File: config.mk
export PLATFORM = sky130hd
export DESIGN_NAME = win_dec
export DESIGN_NICKNAME = d
export VERILOG_FILES = /design/src/rtl/win_dec_pkg.sv /design/src/rtl/win_cfg_regs.sv /design/src/rtl/win_match.sv /design/src/rtl/win_prio.sv /design/src/rtl/win_dec.sv
export SDC_FILE = /design/constraint.sdc
export NUM_CORES = 1
export LEC_CHECK = 0
export BUFFER_PORTS_ARGS = -buffer_cell sky130_fd_sc_hd__buf_2
export CAP_MARGIN = 20
export CORE_ASPECT_RATIO = 0.6
export CORE_MARGIN = 2
export CORE_UTILIZATION = 30
export DETAILED_ROUTE_END_ITERATION = 7
export PLACE_DENSITY = 0.49
export RECOVER_POWER = 100
export SETUP_SLACK_MARGIN = 0.3
export SLEW_MARGIN = 25
export SYNTH_ARGS = -nofsm -noshare
export SYNTH_HDL_FRONTEND = slang
export SYNTH_SLANG_ARGS = --single-unit
File: constraint.sdc
create_clock -name clk -period 3.3 [get_ports clk]
set_input_delay 0.33 -clock clk [delete_from_list [all_inputs] [get_ports clk]]
set_output_delay 0.33 -clock clk [all_outputs]
set_load 0.02 [all_outputs]
File: src/rtl/win_dec_pkg.sv
package win_dec_pkg;

    localparam int NUM_WIN     = 7;
    localparam int NUM_MEM_DEF = 5;
    localparam int ADDR_W      = 32;
    localparam int DATA_W      = 16;
    localparam int SEL_W       = 6;
    localparam int IDX_W       = $clog2(NUM_WIN);
    localparam int TMR_W       = 2;

    localparam int IO_W        = 16;
    localparam int PAGE_LSB    = 12;
    localparam int UPPER_LSB   = 24;
    localparam int PAGE_W      = UPPER_LSB - PAGE_LSB;
    localparam int UPPER_W     = ADDR_W - UPPER_LSB;

    localparam int SEL_ENABLE  = 0;
    localparam int SEL_OVR     = 1;
    localparam int SEL_BUS     = 2;
    localparam int SEL_CARD    = 3;
    localparam int SEL_CLR     = 4;
    localparam int WIN_BASE    = 8;
    localparam int WIN_STRIDE  = 4;
    localparam int OFS_START   = 0;
    localparam int OFS_END     = 1;
    localparam int OFS_UPPER   = 2;
    localparam int OFS_ATTR    = 3;

    typedef struct packed {
        logic [DATA_W-1:0]  start;
        logic [DATA_W-1:0]  stop;
        logic [UPPER_W-1:0] upper;
        logic [TMR_W-1:0]   timer;
        logic               wide;
    } win_cfg_t;

    typedef struct packed {
        logic               hit;
        logic [IDX_W-1:0]   idx;
        logic               card_mem;
        logic               wide;
        logic [TMR_W-1:0]   timer;
    } dec_out_t;

    function automatic logic [SEL_W-1:0] win_sel(input int w, input int ofs);
        return SEL_W'(WIN_BASE + w * WIN_STRIDE + ofs);
    endfunction

    function automatic logic in_range16(input logic [IO_W-1:0] v,
                                        input logic [IO_W-1:0] lo,
                                        input logic [IO_W-1:0] hi);
        return (v >= lo) && (v <= hi);
    endfunction

endpackage

File: src/rtl/win_cfg_regs.sv
module win_cfg_regs
    import win_dec_pkg::*;
#(
    parameter int NWIN = NUM_WIN
) (
    input  logic                    clk,
    input  logic                    rst,
    input  logic                    wr_en,
    input  logic [SEL_W-1:0]        wr_sel,
    input  logic [DATA_W-1:0]       wr_data,
    output logic [NWIN-1:0]         map_en,
    output logic [NWIN-1:0]         type_ovr,
    output logic [NWIN-1:0]         bus_mem,
    output logic [NWIN-1:0]         card_mem,
    output win_cfg_t [NWIN-1:0]     cfg,
    output logic                    clr_err
);

    always_ff @(posedge clk) begin
        if (rst) begin
            map_en   <= '0;
            type_ovr <= '0;
            bus_mem  <= '0;
            card_mem <= '0;
        end else if (wr_en) begin
            case (wr_sel)
                SEL_W'(SEL_ENABLE): map_en   <= wr_data[NWIN-1:0];
                SEL_W'(SEL_OVR):    type_ovr <= wr_data[NWIN-1:0];
                SEL_W'(SEL_BUS):    bus_mem  <= wr_data[NWIN-1:0];
                SEL_W'(SEL_CARD):   card_mem <= wr_data[NWIN-1:0];
                default: ;
            endcase
        end
    end

    assign clr_err = wr_en && (wr_sel == SEL_W'(SEL_CLR));

    for (genvar w = 0; w < NWIN; w++) begin : g_win
        localparam logic [SEL_W-1:0] S_START = win_sel(w, OFS_START);
        localparam logic [SEL_W-1:0] S_END   = win_sel(w, OFS_END);
        localparam logic [SEL_W-1:0] S_UPPER = win_sel(w, OFS_UPPER);
        localparam logic [SEL_W-1:0] S_ATTR  = win_sel(w, OFS_ATTR);

        win_cfg_t r;

        always_ff @(posedge clk) begin
            if (rst) begin
                r <= '0;
            end else if (wr_en) begin
                if (wr_sel == S_START) r.start <= wr_data;
                if (wr_sel == S_END)   r.stop  <= wr_data;
                if (wr_sel == S_UPPER) r.upper <= wr_data[UPPER_W-1:0];
                if (wr_sel == S_ATTR) begin
                    r.timer <= wr_data[TMR_W-1:0];
                    r.wide  <= wr_data[TMR_W];
                end
            end
        end

        assign cfg[w] = r;
    end

endmodule

File: src/rtl/win_match.sv
module win_match
    import win_dec_pkg::*;
#(
    parameter int WIN_IX  = 0,
    parameter int MEM_DEF = NUM_MEM_DEF
) (
    input  logic [ADDR_W-1:0] addr,
    input  logic              is_mem,
    input  logic              en,
    input  logic              ovr,
    input  logic              bus_mem_bit,
    input  logic              card_mem_bit,
    input  win_cfg_t          cfg,
    output logic              match,
    output logic              card_mem_o
);

    localparam logic DEF_MEM = (WIN_IX < MEM_DEF);

    logic                role_mem;
    logic                io_ok;
    logic                mem_ok;
    logic [PAGE_W-1:0]   page;
    logic [UPPER_W-1:0]  upper;
    logic [IO_W-1:0]     low16;

    assign role_mem   = ovr ? bus_mem_bit  : DEF_MEM;
    assign card_mem_o = ovr ? card_mem_bit : DEF_MEM;

    assign page  = addr[UPPER_LSB-1:PAGE_LSB];
    assign upper = addr[ADDR_W-1:UPPER_LSB];
    assign low16 = addr[IO_W-1:0];

    assign io_ok  = (addr[ADDR_W-1:IO_W] == '0)
                 && in_range16(low16, cfg.start, cfg.stop);

    assign mem_ok = (upper == cfg.upper)
                 && (page >= cfg.start[PAGE_W-1:0])
                 && (page <= cfg.stop[PAGE_W-1:0]);

    assign match = en && (is_mem == role_mem) && (role_mem ? mem_ok : io_ok);

endmodule

File: src/rtl/win_prio.sv
module win_prio
    import win_dec_pkg::*;
#(
    parameter int NWIN = NUM_WIN
) (
    input  logic [NWIN-1:0]     match,
    input  logic [NWIN-1:0]     card_mem,
    input  win_cfg_t [NWIN-1:0] cfg,
    output dec_out_t            res,
    output logic                multi
);

    always_comb begin
        res = '0;
        for (int w = NWIN - 1; w >= 0; w--) begin
            if (match[w]) begin
                res.hit      = 1'b1;
                res.idx      = IDX_W'(w);
                res.card_mem = card_mem[w];
                res.wide     = cfg[w].wide;
                res.timer    = cfg[w].timer;
            end
        end
    end

    assign multi = (match & (match - 1'b1)) != '0;

endmodule

File: src/rtl/win_dec.sv
module win_dec
    import win_dec_pkg::*;
#(
    parameter int NWIN    = NUM_WIN,
    parameter int MEM_DEF = NUM_MEM_DEF
) (
    input  logic                clk,
    input  logic                rst,
    input  logic                wr_en,
    input  logic [SEL_W-1:0]    wr_sel,
    input  logic [DATA_W-1:0]   wr_data,
    input  logic                req_valid,
    input  logic [ADDR_W-1:0]   req_addr,
    input  logic                req_is_mem,
    output logic                hit,
    output logic [IDX_W-1:0]    hit_idx,
    output logic                card_is_mem,
    output logic                data_wide,
    output logic [TMR_W-1:0]    timer_sel,
    output logic                overlap_err
);

    logic [NWIN-1:0]     map_en;
    logic [NWIN-1:0]     type_ovr;
    logic [NWIN-1:0]     bus_mem;
    logic [NWIN-1:0]     card_mem;
    win_cfg_t [NWIN-1:0] cfg;
    logic                clr_err;

    logic [NWIN-1:0]     match;
    logic [NWIN-1:0]     card_sel;
    dec_out_t            res;
    logic                multi;

    dec_out_t            out_q;
    logic                ovl_q;

    win_cfg_regs #(.NWIN(NWIN)) u_regs (
        .clk      (clk),
        .rst      (rst),
        .wr_en    (wr_en),
        .wr_sel   (wr_sel),
        .wr_data  (wr_data),
        .map_en   (map_en),
        .type_ovr (type_ovr),
        .bus_mem  (bus_mem),
        .card_mem (card_mem),
        .cfg      (cfg),
        .clr_err  (clr_err)
    );

    for (genvar w = 0; w < NWIN; w++) begin : g_match
        win_match #(.WIN_IX(w), .MEM_DEF(MEM_DEF)) u_match (
            .addr         (req_addr),
            .is_mem       (req_is_mem),
            .en           (map_en[w]),
            .ovr          (type_ovr[w]),
            .bus_mem_bit  (bus_mem[w]),
            .card_mem_bit (card_mem[w]),
            .cfg          (cfg[w]),
            .match        (match[w]),
            .card_mem_o   (card_sel[w])
        );
    end

    win_prio #(.NWIN(NWIN)) u_prio (
        .match    (match),
        .card_mem (card_sel),
        .cfg      (cfg),
        .res      (res),
        .multi    (multi)
    );

    always_ff @(posedge clk) begin
        if (rst) begin
            out_q <= '0;
            ovl_q <= 1'b0;
        end else begin
            out_q <= req_valid ? res : '0;
            if (req_valid && multi) begin
                ovl_q <= 1'b1;
            end else if (clr_err) begin
                ovl_q <= 1'b0;
            end
        end
    end

    assign hit         = out_q.hit;
    assign hit_idx     = out_q.idx;
    assign card_is_mem = out_q.card_mem;
    assign data_wide   = out_q.wide;
    assign timer_sel   = out_q.timer;
    assign overlap_err = ovl_q;

endmodule

==> Flow_metrics.wiki <==
{| class="wikitable"
! Metric !! Value
|-
| Final core utilization || 35.59%
|-
| Worst-case headroom to the max-slew limit || 20.37%
|-
| Detailed-routed wire length on met3 || 8477 um
|-
| All-layer global routing usage || 22.74%
|-
| Global placer's final weighted congestion || 0.8910
|-
| Worst path cell trace || buf_2, buf_4, nor4_1, nand4_1, nor3_1, buf_4, o2111ai_1, buf_4, o41ai_1, clkbuf_2, buf_4, nand3_1, a21o_1, a211oi_2
|-
| Vert. Die Dim || roughly 210 um
|-
| Max H-tree Level || 2
|-
| Class of the most critical hold timing path || in -> reg
|-
| DR vias || 20220
|-
| Detailed-route wire length per cell || between 20 and 25 um
|-
| Initial Util || 30.25%
|-
| Overall overflow remaining after global route || 0
|-
| Highest-count cells in the layout ignoring fill and taps || nand2_1, ha_1, a21oi_1
|-
| Fraction of layout instances using a drive strength above 1 || 10.73%
|-
| Post-synthesis register bit count || 338
|-
| Largest net degree at the start of global routing || 160
|-
| Violation count after the first detailed-routing iteration || just over 2000
|-
| Clock tree skew after final layout || 13.47 ps
|-
| Final Non-Filler Cells || 3942
|-
| Vias in the first global route || between 15000 and 20000
|-
| Worst setup SP type || primary input
|-
| Die area || 76290 um^2
|-
| Number of antenna violations at the first check in global routing || 5
|-
| Clk sink count || 338
|-
| Outcome || finished clean
|-
| CTS max path bufs || 3
|-
| Combined area of all synthesized cells || 22210 um^2
|-
| Routed Antenna Nets || 0
|-
| Fmax || 0.3357 GHz
|-
| Detailed-routing iteration count for the pre-antenna-repair pass || 6
|-
| Max Transition Viols Final || 0
|-
| Count of hold buffers inserted by post-cts repair || 0
|-
| Cell with the most instances on the worst path || buf_4
|-
| Number of enable-type register cells in the synthesized netlist || 0
|-
| Core Rows || 77
|-
| Post-synth top flop || dfxtp_1
|-
| Crit path capture type || flip-flop
|-
| CTS tree || built
|-
| Minimum period implied by the final worst setup slack || approximately 3000 ps
|-
| Average size of a mapped cell || just under 8 um^2
|-
| Sequential cell area fraction in the yosys report || 30.47%
|-
| RSZ-0062 raised after global routing || false
|-
| Post-synthesis net count || 3242
|-
| Gate count of the mapped netlist || 2791
|-
| Cell type with the largest total area after synthesis || dfxtp_1
|-
| Distinct cell type count of the synthesized netlist || 72
|-
| Clock insertion delay at the later pin of the skew report || 560 ps
|-
| Wire length on met2 || 32060 um
|-
| Leading cell types by total area after synthesis || dfxtp_1, ha_1, nand2_1, a21oi_1, inv_1
|-
| Leakage power summed over all cells || 0.009636 uW
|-
| IR Drop Worst-Case VDD || 0.0003203 V
|-
| Per-cell via count in the routed design || 5.128
|-
| Port buffer count || 67
|-
| Count of final hold-check violations || 0
|-
| Count of yosys warnings during synthesis || 0
|-
| First-pass GRT wire length || 128200 um
|-
| Slew at the pin with the worst max-slew slack || 1194 ps
|-
| Crit Path Class || in -> reg
|-
| Total Routed Length || 88820 um
|-
| DRC violations left || 0
|-
| Highest cell delay on the worst timing path || 390 ps
|-
| Delay-heaviest family, CP || buffers and inverters
|-
| Layout overhead on the synthesized area || 17.65%
|-
| Cell total after placement || around 3900
|-
| Critical path buffer and inverter count || 6
|-
| CP max-delay cell || nor3_1
|-
| Proportion of register bits with asynchronous set or reset after synthesis || 0%
|-
| I/O pin cnt || 68
|-
| Highest fanout seen on the critical path || 10
|-
| Req. time, crit path || 3790 ps
|-
| Root buf cell || clkbuf_16
|-
| Power per cell area || 387.5 nW/um^2
|-
| Uppermost layer routed || met4
|-
| Leading cell type in the layout, fill and taps excluded || nand2_1
|-
| Nets || 3378
|-
| Arrival time at the worst endpoint || approximately 3500 ps
|-
| Core Box Area || 73410 um^2
|-
| Number of buffers added by the clock tree synthesis step || 36
|-
| Number of filler cells placed in the layout || 7739
|-
| Detailed-routing wirelength on met1 || 46900 um
|-
| Area share of the largest cell type after synthesis || 30.47%
|-
| Sum of negative setup slack || 0 ps
|-
| Finish-stage setup viols || 0
|-
| Placed wire-length estimate after detailed placement || 63630 um
|-
| Die W || 355.3 um
|-
| Crit share post-route || about nine tenths
|-
| Max-cap check violation count || 0
|-
| Clock slew at reported path FFs || 70 ps
|}
synth_stat cells, types with 8 or more instances:
cell type	n
nand2_1	565
ha_1	392
a21oi_1	381
dfxtp_1	338
inv_1	219
nor2_1	132
clkbuf_1	107
mux2i_1	69
nand4_1	69
o21ai_0	66
nand3_1	61
a21o_1	54
xnor2_1	34
nor2b_1	31
nor3_1	25
a211oi_1	23
xor2_1	22
nand2b_1	19
o211ai_1	19
nor4_1	13
a2111oi_0	9
nor3b_1	9
and2_1	8
power by group:
group          internal (uW)  switching [uW]  leakage, uW
combinational            466             902      0.00628
sequential              4090            9.53      0.00272
clock                   2720            1940     0.000630
total                   7280            2850      0.00964
path summary, 6_finish.rpt:
path | endpoint | from | depth (start not counted) | slack [ps]
setup / recovery | timer_sel[0] | req_addr[17] | 14 | 320
hold reg to reg | u_regs.cfg[252] | u_regs.cfg[252] | 2 | 450
hold / removal | hit | req_valid | 3 | 200
setup reg to reg | timer_sel[0] | u_regs.cfg[175] | 9 | 330
registers in the layout (all words and copies together), names as in the netlist:
| signal | cells |
|---|---|
| u_regs.cfg | 301 |
| u_regs.bus_mem | 7 |
| u_regs.card_mem | 7 |
| u_regs.map_en | 7 |
| u_regs.type_ovr | 7 |
| hit_idx | 3 |
| timer_sel | 2 |
| card_is_mem | 1 |
| data_wide | 1 |
| hit | 1 |
| overlap_err | 1 |
timing repair:
item,in CTS,in global routing
pin swaps,4,20
resized for setup,8,52
hold endpoints to repair,0,0
buffers inserted,3,4
cloned,0,0
setup endpoints to repair,9,9
cells by family (layout without fill, tap and decap cells):
family / Yosys count / count (layout) / synth area share (%)
multiplexers: 69 / 69 / 3.110
flip-flops: 338 / 338 / 30.47
buffers and inverters: 342 / 504 / 6.090
adder cells (fa/ha/maj): 393 / 393 / 22.13
AND/OR/NAND/NOR: 965 / 965 / 19.15
XOR/XNOR: 56 / 56 / 2.209
other: 0 / 2 / 0
AO/OA/AOI/OAI: 628 / 628 / 16.84
through the flow:
| stage | total power, uW | hold WS [ps] | cell area (um^2) | setup WS, ps |
|---|---|---|---|---|
| after floorplan | 4871 | 431.2 | 22210 | 583.7 |
| after CTS | 10150 | 176.1 | 25920 | 304.9 |
| after global routing | 10470 | 188.3 | 26120 | 166.8 |
| after global placement | 5510 | 444.2 | 24570 | -567.0 |
| after detailed placement | 5503 | 445.8 | 24570 | -572.2 |
| final | 10120 | 199.8 | 26130 | 321.4 |
cell type report:
| class | instances | area, um^2 | share of cell area [%] |
|---|---|---|---|
| Antenna cell | 2 | 5.005 | 0.01916 |
| Tap cell | 987 | 1235 | 4.727 |
| Inverter | 220 | 825.8 | 3.161 |
| Timing Repair Buffer | 220 | 1632 | 6.245 |
| Sequential cell | 338 | 6769 | 25.91 |
| Multi-Input combinational cell | 2111 | 14370 | 55.01 |
| Clock inverter | 13 | 229.0 | 0.8764 |
| Clock buffer | 51 | 1059 | 4.051 |
worst register-to-register path: stages (launching register included):
cell,delay [ps]
dfxtp_1,320
xor2_1,160
nor4_2,300
nand4_1,560
o41ai_1,520
clkbuf_2,370
buf_4,220
nand3_1,80
a21o_1,180
a211oi_2,180
layer usage:
layer	vias to the layer above	global-route usage (%)
met5	-	0
met4	0	4.153
met3	76	6.335
met2	704	28.78
met1	9493	36.78
li1	9943	-
No activity file was read; power rests on OpenSTA's default activity.
